<file path="config.mk">
export PLATFORM = sky130hd
export DESIGN_NAME = nand_cmd_seq
export DESIGN_NICKNAME = d
export VERILOG_FILES = /design/src/rtl/nand_cmd_seq.sv
export SDC_FILE = /design/constraint.sdc
export NUM_CORES = 1
export LEC_CHECK = 0
export BUFFER_PORTS_ARGS = -buffer_cell sky130_fd_sc_hd__buf_2
export CORE_ASPECT_RATIO = 0.9
export CORE_UTILIZATION = 51
export CTS_BUF_LIST = sky130_fd_sc_hd__clkbuf_8
export DETAILED_ROUTE_END_ITERATION = 7
export GPL_ROUTABILITY_DRIVEN = 0
export PLACE_DENSITY = 0.87
export SLEW_MARGIN = 10
export SYNTH_ARGS = -nofsm -noshare
export SYNTH_HDL_FRONTEND = slang
export SYNTH_SLANG_ARGS = --single-unit
export TNS_END_PERCENT = 10
</file>
<file path="constraint.sdc">
create_clock -name clk -period 2.2 [get_ports clk]
set_input_delay 0.44 -clock clk [delete_from_list [all_inputs] [get_ports clk]]
set_output_delay 0.44 -clock clk [all_outputs]
set_load 0.1 [all_outputs]
</file>
<file path="src/rtl/nand_cmd_seq.sv">
module nand_cmd_seq #(
  parameter int COL_W     = 16,
  parameter int PAGE_W    = 24,
  parameter int LEN_W     = 16,
  parameter int POLL_DIV  = 100,
  parameter int MAX_POLLS = 500000
) (
  input  logic              clk,
  input  logic              rst_n,
  input  logic              op_valid,
  input  logic [7:0]        op_code,
  input  logic              col_en,
  input  logic [COL_W-1:0]  col,
  input  logic              page_en,
  input  logic [PAGE_W-1:0] page,
  input  logic [LEN_W-1:0]  op_len,
  input  logic              page_big,
  input  logic [7:0]        spare_bytes,
  input  logic [5:0]        dev_log2,
  input  logic              chip_sel,
  input  logic [31:0]       irq_bits,
  output logic [31:0]       ctrl_word,
  output logic [31:0]       cmd2_word,
  output logic [31:0]       addr1,
  output logic [31:0]       addr2,
  output logic [LEN_W-1:0]  xfer_len,
  output logic [31:0]       dma_word,
  output logic              issue,
  output logic              busy,
  output logic              op_done,
  output logic              op_err,
  output logic [31:0]       irq_clr
);
  localparam int TW = $clog2(POLL_DIV + 1);
  localparam int PW = $clog2(MAX_POLLS + 1);
  localparam logic [7:0] OP_READ0 = 8'h00, OP_READ1 = 8'h01, OP_RNDOUT = 8'h05,
                         OP_OOB = 8'h50, OP_ID = 8'h90, OP_STAT = 8'h70,
                         OP_SEQIN = 8'h80, OP_PROG = 8'h10, OP_ER1 = 8'h60,
                         OP_ER2 = 8'hD0, OP_RSTART = 8'h30, OP_ROSTART = 8'hE0;

  logic [LEN_W-1:0] pg_bytes, eff_col, new_len, iss_len;
  logic [7:0]  eff_op;
  logic        oob_conv, extra, is_id, is_rd, is_wr, first_half, second_half;
  logic [2:0]  n_raw, n_cyc;
  logic [3:0]  cyc_field;
  logic [31:0] new_word, new_cmd2, iss_word, held_word;
  logic        held_ok, accept, do_issue;
  logic [31:0] flag_mask;
  logic [TW-1:0] tick;
  logic [PW-1:0] polls;

  assign pg_bytes    = page_big ? LEN_W'(2048) : LEN_W'(512);
  assign oob_conv    = page_big && op_code == OP_OOB;
  assign eff_op      = oob_conv ? OP_READ0 : op_code;
  assign eff_col     = LEN_W'(col) + (oob_conv ? pg_bytes : '0);
  assign extra       = dev_log2 > (page_big ? 6'd27 : 6'd25);
  assign is_id       = eff_op == OP_ID || eff_op == OP_STAT;
  assign is_rd       = eff_op == OP_READ0 || eff_op == OP_READ1 ||
                       eff_op == OP_OOB || eff_op == OP_RNDOUT;
  assign is_wr       = eff_op == OP_SEQIN;
  assign first_half  = op_code == OP_SEQIN || op_code == OP_ER1;
  assign second_half = op_code == OP_PROG || op_code == OP_ER2;

  assign n_raw     = (col_en ? 3'd2 : 3'd0) + (page_en ? 3'd2 + {2'b0, extra} : 3'd0);
  assign n_cyc     = is_id ? 3'd1 : n_raw;
  assign cyc_field = (n_cyc != 0) ? ({1'b0, n_cyc - 3'd1} | 4'b1000) : 4'b0000;
  assign new_len   = is_id ? LEN_W'(4) :
                     is_rd ? pg_bytes + LEN_W'(spare_bytes) - eff_col : '0;
  assign new_word  = {1'b1, cyc_field, is_rd | is_id, is_wr, 5'b0, chip_sel, 11'b0, eff_op};
  assign new_cmd2  = (eff_op == OP_RNDOUT) ? {24'h0, 8'h01, OP_ROSTART} & 32'h1FF :
                     (eff_op == OP_READ0 && page_big) ? 32'h100 | {24'h0, OP_RSTART} : 32'h0;

  assign accept   = op_valid && !busy;
  assign do_issue = accept && (second_half ? held_ok : !first_half);
  assign iss_word = second_half ? held_word : new_word;
  assign iss_len  = second_half ? op_len : new_len;

  always_ff @(posedge clk or negedge rst_n) begin
    if (!rst_n) begin
      ctrl_word <= '0; cmd2_word <= '0; addr1 <= '0; addr2 <= '0;
      xfer_len <= '0; dma_word <= '0; issue <= 1'b0; busy <= 1'b0;
      op_done <= 1'b0; op_err <= 1'b0; irq_clr <= '0;
      held_word <= '0; held_ok <= 1'b0; flag_mask <= '0;
      tick <= '0; polls <= '0;
    end else begin
      issue   <= 1'b0;
      op_done <= 1'b0;
      op_err  <= 1'b0;
      irq_clr <= '0;
      if (accept) begin
        if (second_half) begin
          if (held_ok) cmd2_word <= 32'h100 | {24'h0, op_code};
          else op_err <= 1'b1;
        end else begin
          cmd2_word <= new_cmd2;
          if (col_en) begin
            addr1 <= 32'(eff_col);
            if (page_en) addr2 <= 32'(page);
          end else if (page_en) begin
            addr1 <= {16'h0, page[15:0]};
            addr2 <= 32'(page >> 16);
          end
          if (first_half) begin
            held_word <= new_word;
            held_ok   <= 1'b1;
          end
        end
      end
      if (do_issue) begin
        ctrl_word <= iss_word;
        xfer_len  <= iss_len;
        if (iss_word[26] || iss_word[25])
          dma_word <= 32'hC000_0000 + 32'(iss_len) + (iss_word[26] ? 32'h2000_0000 : 32'h0);
        flag_mask <= iss_word[26] ? 32'h1000_0000 : 32'h8000_0000;
        if (second_half) held_ok <= 1'b0;
        issue <= 1'b1;
        busy  <= 1'b1;
        tick  <= '0;
        polls <= '0;
      end else if (busy) begin
        if (tick == TW'(POLL_DIV - 1)) begin
          tick <= '0;
          if ((irq_bits & flag_mask) != 0) begin
            busy    <= 1'b0;
            op_done <= 1'b1;
            irq_clr <= flag_mask;
          end else if (polls == PW'(MAX_POLLS - 1)) begin
            busy    <= 1'b0;
            op_err  <= 1'b1;
            irq_clr <= flag_mask;
            held_ok <= 1'b0;
          end else begin
            polls <= polls + 1'b1;
          end
        end else begin
          tick <= tick + 1'b1;
        end
      end
    end
  end
endmodule

</file>
* Word level (Yosys, flattened, before mapping)
Cells that the tools add are included.
** Operators by class
- $add $sub $neg :: 10
- $mul :: 0
- Divide/modulo/power cells :: 0
- Magnitude comparators :: 1
- Equality and inequality tests :: 16
- Shift operators :: 0
- Muxes and demuxes :: 64
- Bitwise operators :: 3
- Reductions and logical operators :: 25
** Operators with widths (number)
- two-way mux 32 bit :: 14
- two-way mux 19 bit :: 5
- two-way mux 16 bit :: 3
- adder 31 x 17 -> 32 bit, first input constant :: 1
- adder 32 x 30 -> 32 bit :: 1
- AND 32 bit :: 1
- == test 8 x 7 -> 1 bit, second input constant :: 4
- == test 8 bit, second input constant :: 4
- nonzero test 32 bit :: 1
- two-way mux 30 bit :: 1
- two-way mux 1 bit :: 28
- two-way mux 12 bit :: 2
- two-way mux 7 bit :: 3
- adder 19 x 1 -> 19 bit, second input constant :: 1
- == test 19 bit, second input constant :: 1
- two-way mux 9 bit :: 2
- adder 16 x 12 -> 16 bit :: 1
- subtractor 13 x 16 -> 16 bit :: 1
- adder 12 x 8 -> 13 bit :: 1
- AND reduction 3 bit :: 3
- == test 8 x 1 -> 1 bit, second input constant :: 1
- == test 8 x 3 -> 1 bit, second input constant :: 1
- == test 8 x 5 -> 1 bit, second input constant :: 1
- zero test 8 bit :: 1
- 21 further kinds :: 37
** Storage, ports and cells
- Register bits :: 287
- Latch bits :: 0
- Memory bits (writable) :: 0
- Bits in read-only memories :: 0
- Bits of input ports :: 117
- Output and inout port bits :: 212
- Word-level logic and storage cells :: 135
- Memories kept :: 0

* Logic depth before layout (Yosys ltp)
- Depth in word-level cells :: 12
- Mapped depth :: 15
- Depth with buffers taken out :: 14

* Worst setup path after synthesis
No wires, ideal clock.
- Path type :: input to register
- Start point :: in op_code[0]
- End point :: reg xfer_len[14]
- Setup time :: 0.078 ns
- Data arrival time :: 3.141 ns
- Required time :: 2.122 ns
- Slack :: -1.019 ns
- Stages on the path :: 14
- Path buffers :: 0
- Cell sequence :: or4_4 nor4_1 nand3b_1 inv_1 ha_1 xnor2_1 ha_1 nand2b_1 a2111oi_0 a21boi_1 nor3b_1 xor2_1 nand2_1 a21oi_1
** On the way
- Word-level cells in the longest chain between the ends :: 10
- Elaborated cells on any way between the ends :: 28
- Those cells by class :: add/sub: 2; eq/ne: 10; mux: 6; reduce/logical: 10
** Ends and longest elaborated chain
- from (decl) :: line 11 : input logic [7:0] op_code,
- branches (longest 10 deep; another with adder 16 x 12 -> 16 bit)
- to (signal assigned) :: line 111 : xfer_len <= iss_len;
- to (decl) :: line 26 : output logic [LEN_W-1:0] xfer_len,
Parallel ways; which one is timed is not known.
A chain may end at the register's enable or synchronous reset.

* Worst setup path in the final report
Same ends and word-level chain as after synthesis.

==> out/metrics.yaml <==
sta:
  relSlewSlack: 0.6137
  fmax_mhz: 353.4
  final_hold_viol_count: 0
  slew_viol_final: 0
  setup_viol: 13
  skew_ns: 0.01108
  min_period_ns: 2.829
  period_share: 1.286
  rsz0062_at_grt: "yes"
  layout_setup_ws_ns: -0.6294
  tightest_slew_ns: 0.5783
floorplanning:
  die_w_um: 136.8
  placementRows: 43
  dieHeight_um: 123.3
  ios: 329
  die-area_mm2: 0.01686
  core-area_mm2: 0.01571
  start_util: 0.5307
cts:
  clock_path_buffers: 2
  cts_buffers: 17
  clkSinkCount: 149
  tritoncts: "done"
  root_buffer: "clkbuf_8"
  htreeDepth: 4
  clk-insertion-delay-late_ns: 0.45
  path_clk_slew_ns: 0.09
drt:
  drt_iter0_markers: 506
  met3_wirelength_mm: 1.594
  viasPerCell: 5.176
  drc: 0
  dr_wl_met2_mm: 10.37
  drt-met1-wl_mm: 9.117
  antenna_left: 0
  highest_layer: "met5"
  wl_per_cell_um: 15.56
  vias: 7174
  first_pass_iters: 5
  drt_wl_total_mm: 21.57
place:
  port_buffers: 192
  post-dp-hpwl_mm: 16.46
  placed_area_mm2: 0.009799
pwr:
  power_leakage_nw: 5.483
  ir_drop_mv: 1.563
  cellPowerDensity_mw_per_mm2: 1320
synth:
  synthCells: 908
  synth_top_area_share: 0.4472
  ys_seq_area_frac: 0.4472
  syn_area_mm2: 0.008337
  synth_edf_count: 0
  synth_area_leaders: "dfrtp_1, buf_4, nand2_1"
  yosys.area.top_type: "dfrtp_1"
  ys_ff_latch: 149
  ys_types: 70
  syn_avg_cell_area_um2: 9.181
  ys_warn_count: 0
  ys.flop_type: "dfrtp_1"
  async_flop_share: 1.000
cells_and_area:
  fin_area_mm2: 0.01037
  area_growth_pct: 24.39
  layout-drive-gt1-share: 0.3088
  finish.utilization: 0.6601
  fin_nets: 1307
worst_setup_path:
  arrival_ns: 3.21
  cp_common_cell: "ha_4"
  crit_fanout: 3
  cpPeakStageDelay_ns: 0.54
  cpLargestDelayFamily: "simple AND/OR/NAND/NOR gates"
  crit_start: "op_code[0]"
  worstPathRequired_ns: 2.58
  end_kind: "flop"
  critPathBufInv: 2
  crit-reg2reg-launch: "polls[1]"
  crit_type: "in2reg"
  crit_path_cell_trace: "buf_6 -> or4_4 -> nor4_4 -> nand3b_1 -> inv_2 -> ha_4 -> xnor2_4 -> ha_4 -> a31oi_2 -> a21boi_2 -> nor3b_2 -> xor2_1 -> nand2_1 -> a21oi_1"
  crit_slowest_cell: "or4_4"
  cp-start-kind: "input port"
global_routing:
  grt_max_degree: 50
  grt_pass1_vias: 6754
  grt_usage: 0.2657
  grt_pass1_wl_mm: 34.11
  antenna_found_initial: 3
  grt_overflow: 0
min_path:
  min_path_type: "in2reg"
  hold_start: "chip_sel"
status:
  outcome: "finished, violations left"
  violations: "setup timing"
run:
  cap_violations: 0
registers in the layout, summed over array words and instances (netlist names), 7 cells and up:
register	count
ctrl_word	16
dma_word	18
addr1	16
cmd2_word	9
polls	19
xfer_len	16
held_word	16
addr2	24
tick	7
path summary, 6_finish.rpt:
check,end,slack [ns],depth (start not counted)
max in group asynchronous,cmd2_word[7],1.11,3
setup reg to reg,polls[5],0.13,8
hold / removal,held_word[19],0.20,3
hold reg to reg,held_word[31],0.47,1
min in group asynchronous,dma_word[4],0.47,2
setup / recovery,xfer_len[14],-0.63,14
cell usage in the layout (no fill, tap or decap), types with 7 or more instances in the layout:
master    synthesis  routed
and2_1           11      11
dfrtp_1         149     149
clkbuf_8          0      17
nand2_1         139     139
nand4_1          10      10
o21ai_1           3       9
a21oi_1          41      41
inv_1            24      22
xor2_1           12      10
buf_12            0      10
buf_2            20     188
a22oi_1          10       9
a21o_1            7       7
nor2_1           61      61
xnor2_1          23      21
o21ai_0          96      90
nor3_1           10       9
conb_1            1     107
nor4_1           10       8
buf_4           111      84
mux2i_1          28      28
ha_1             20      17
nand3_1          10      10
worst min-delay path: cells and delay by family:
kind | cells | cell delay (ns)
buf+inv | 1 | 0.09
simple gates | 2 | 0.10
report_power, final:
group          leakage (nW)  internal [mW]  switching, mW  total, mW
logic                  3.32           1.19           6.58       7.76
clock network         0.183          0.919           1.13       2.05
registers              1.98           3.42          0.461       3.88
total                  5.48           5.52           8.17       13.7
metal layers:
metal	up-vias	GRT usage
met5	-	0
met3	43	0.05781
met1	3403	0.3491
met2	321	0.4346
li1	3405	-
met4	2	0.09272
stage by stage:
| stage | power, mW | TNS [ns] | instances | hold WS [ns] | worst slack, ns |
|---|---|---|---|---|---|
| floorplan | 10.35 | -6.557 | 1014 | 0.1444 | -0.7640 |
| global placement | 11.50 | -15.85 | 1349 | 0.3960 | -0.9657 |
| detailed placement | 11.63 | -18.68 | 1349 | 0.3976 | -1.079 |
| CTS | 13.69 | -4.671 | 1382 | 0.1837 | -0.5334 |
| global route | 14.28 | -6.628 | 1386 | 0.1899 | -0.7490 |
| finish | 13.69 | -5.032 | 1386 | 0.2012 | -0.6294 |
final cells by class:
class | count | area (um2)
Tap cell | 202 | 252.7
Multi-Input combinational cell | 689 | 4088
Antenna cell | 2 | 5.005
Timing Repair Buffer | 287 | 1823
Clock inverter | 15 | 145.1
Fill cell | 1211 | 5340
Inverter | 25 | 93.84
Sequential cell | 149 | 3729
Clock buffer | 17 | 234.0
Yosys cell counts (11+ instances only):
cell type	count
and2_1	11
xor2_1	12
dfrtp_1	149
inv_1	24
nand2_1	139
buf_4	111
a21oi_1	41
clkbuf_1	17
xnor2_1	23
buf_2	20
mux2i_1	28
nor2_1	61
ha_1	20
o21ai_0	96
timing repair:
action,4_1_cts,5_1_grt
endpoints found under the setup margin,15,23
hold buffers,1,0
resized for setup,11,22
endpoints found under the hold margin,41,0
pin swaps,3,3
setup buffers,0,2
logic make-up (layout without fill, tap and decap cells):
logic type	count (synthesis)	after routing	share of synthesized area
other	1	109	0.0004498
buffers and inverters	176	344	0.1340
xor gates and xnor gates	35	35	0.03677
adders and majority gates	21	21	0.03242
DFF	149	149	0.4472
AOI/OAI and AO/OA	195	195	0.1396
and+or+nand+nor	301	301	0.1732
muxes	30	30	0.03632
Power figures use the tool's default switching activity.
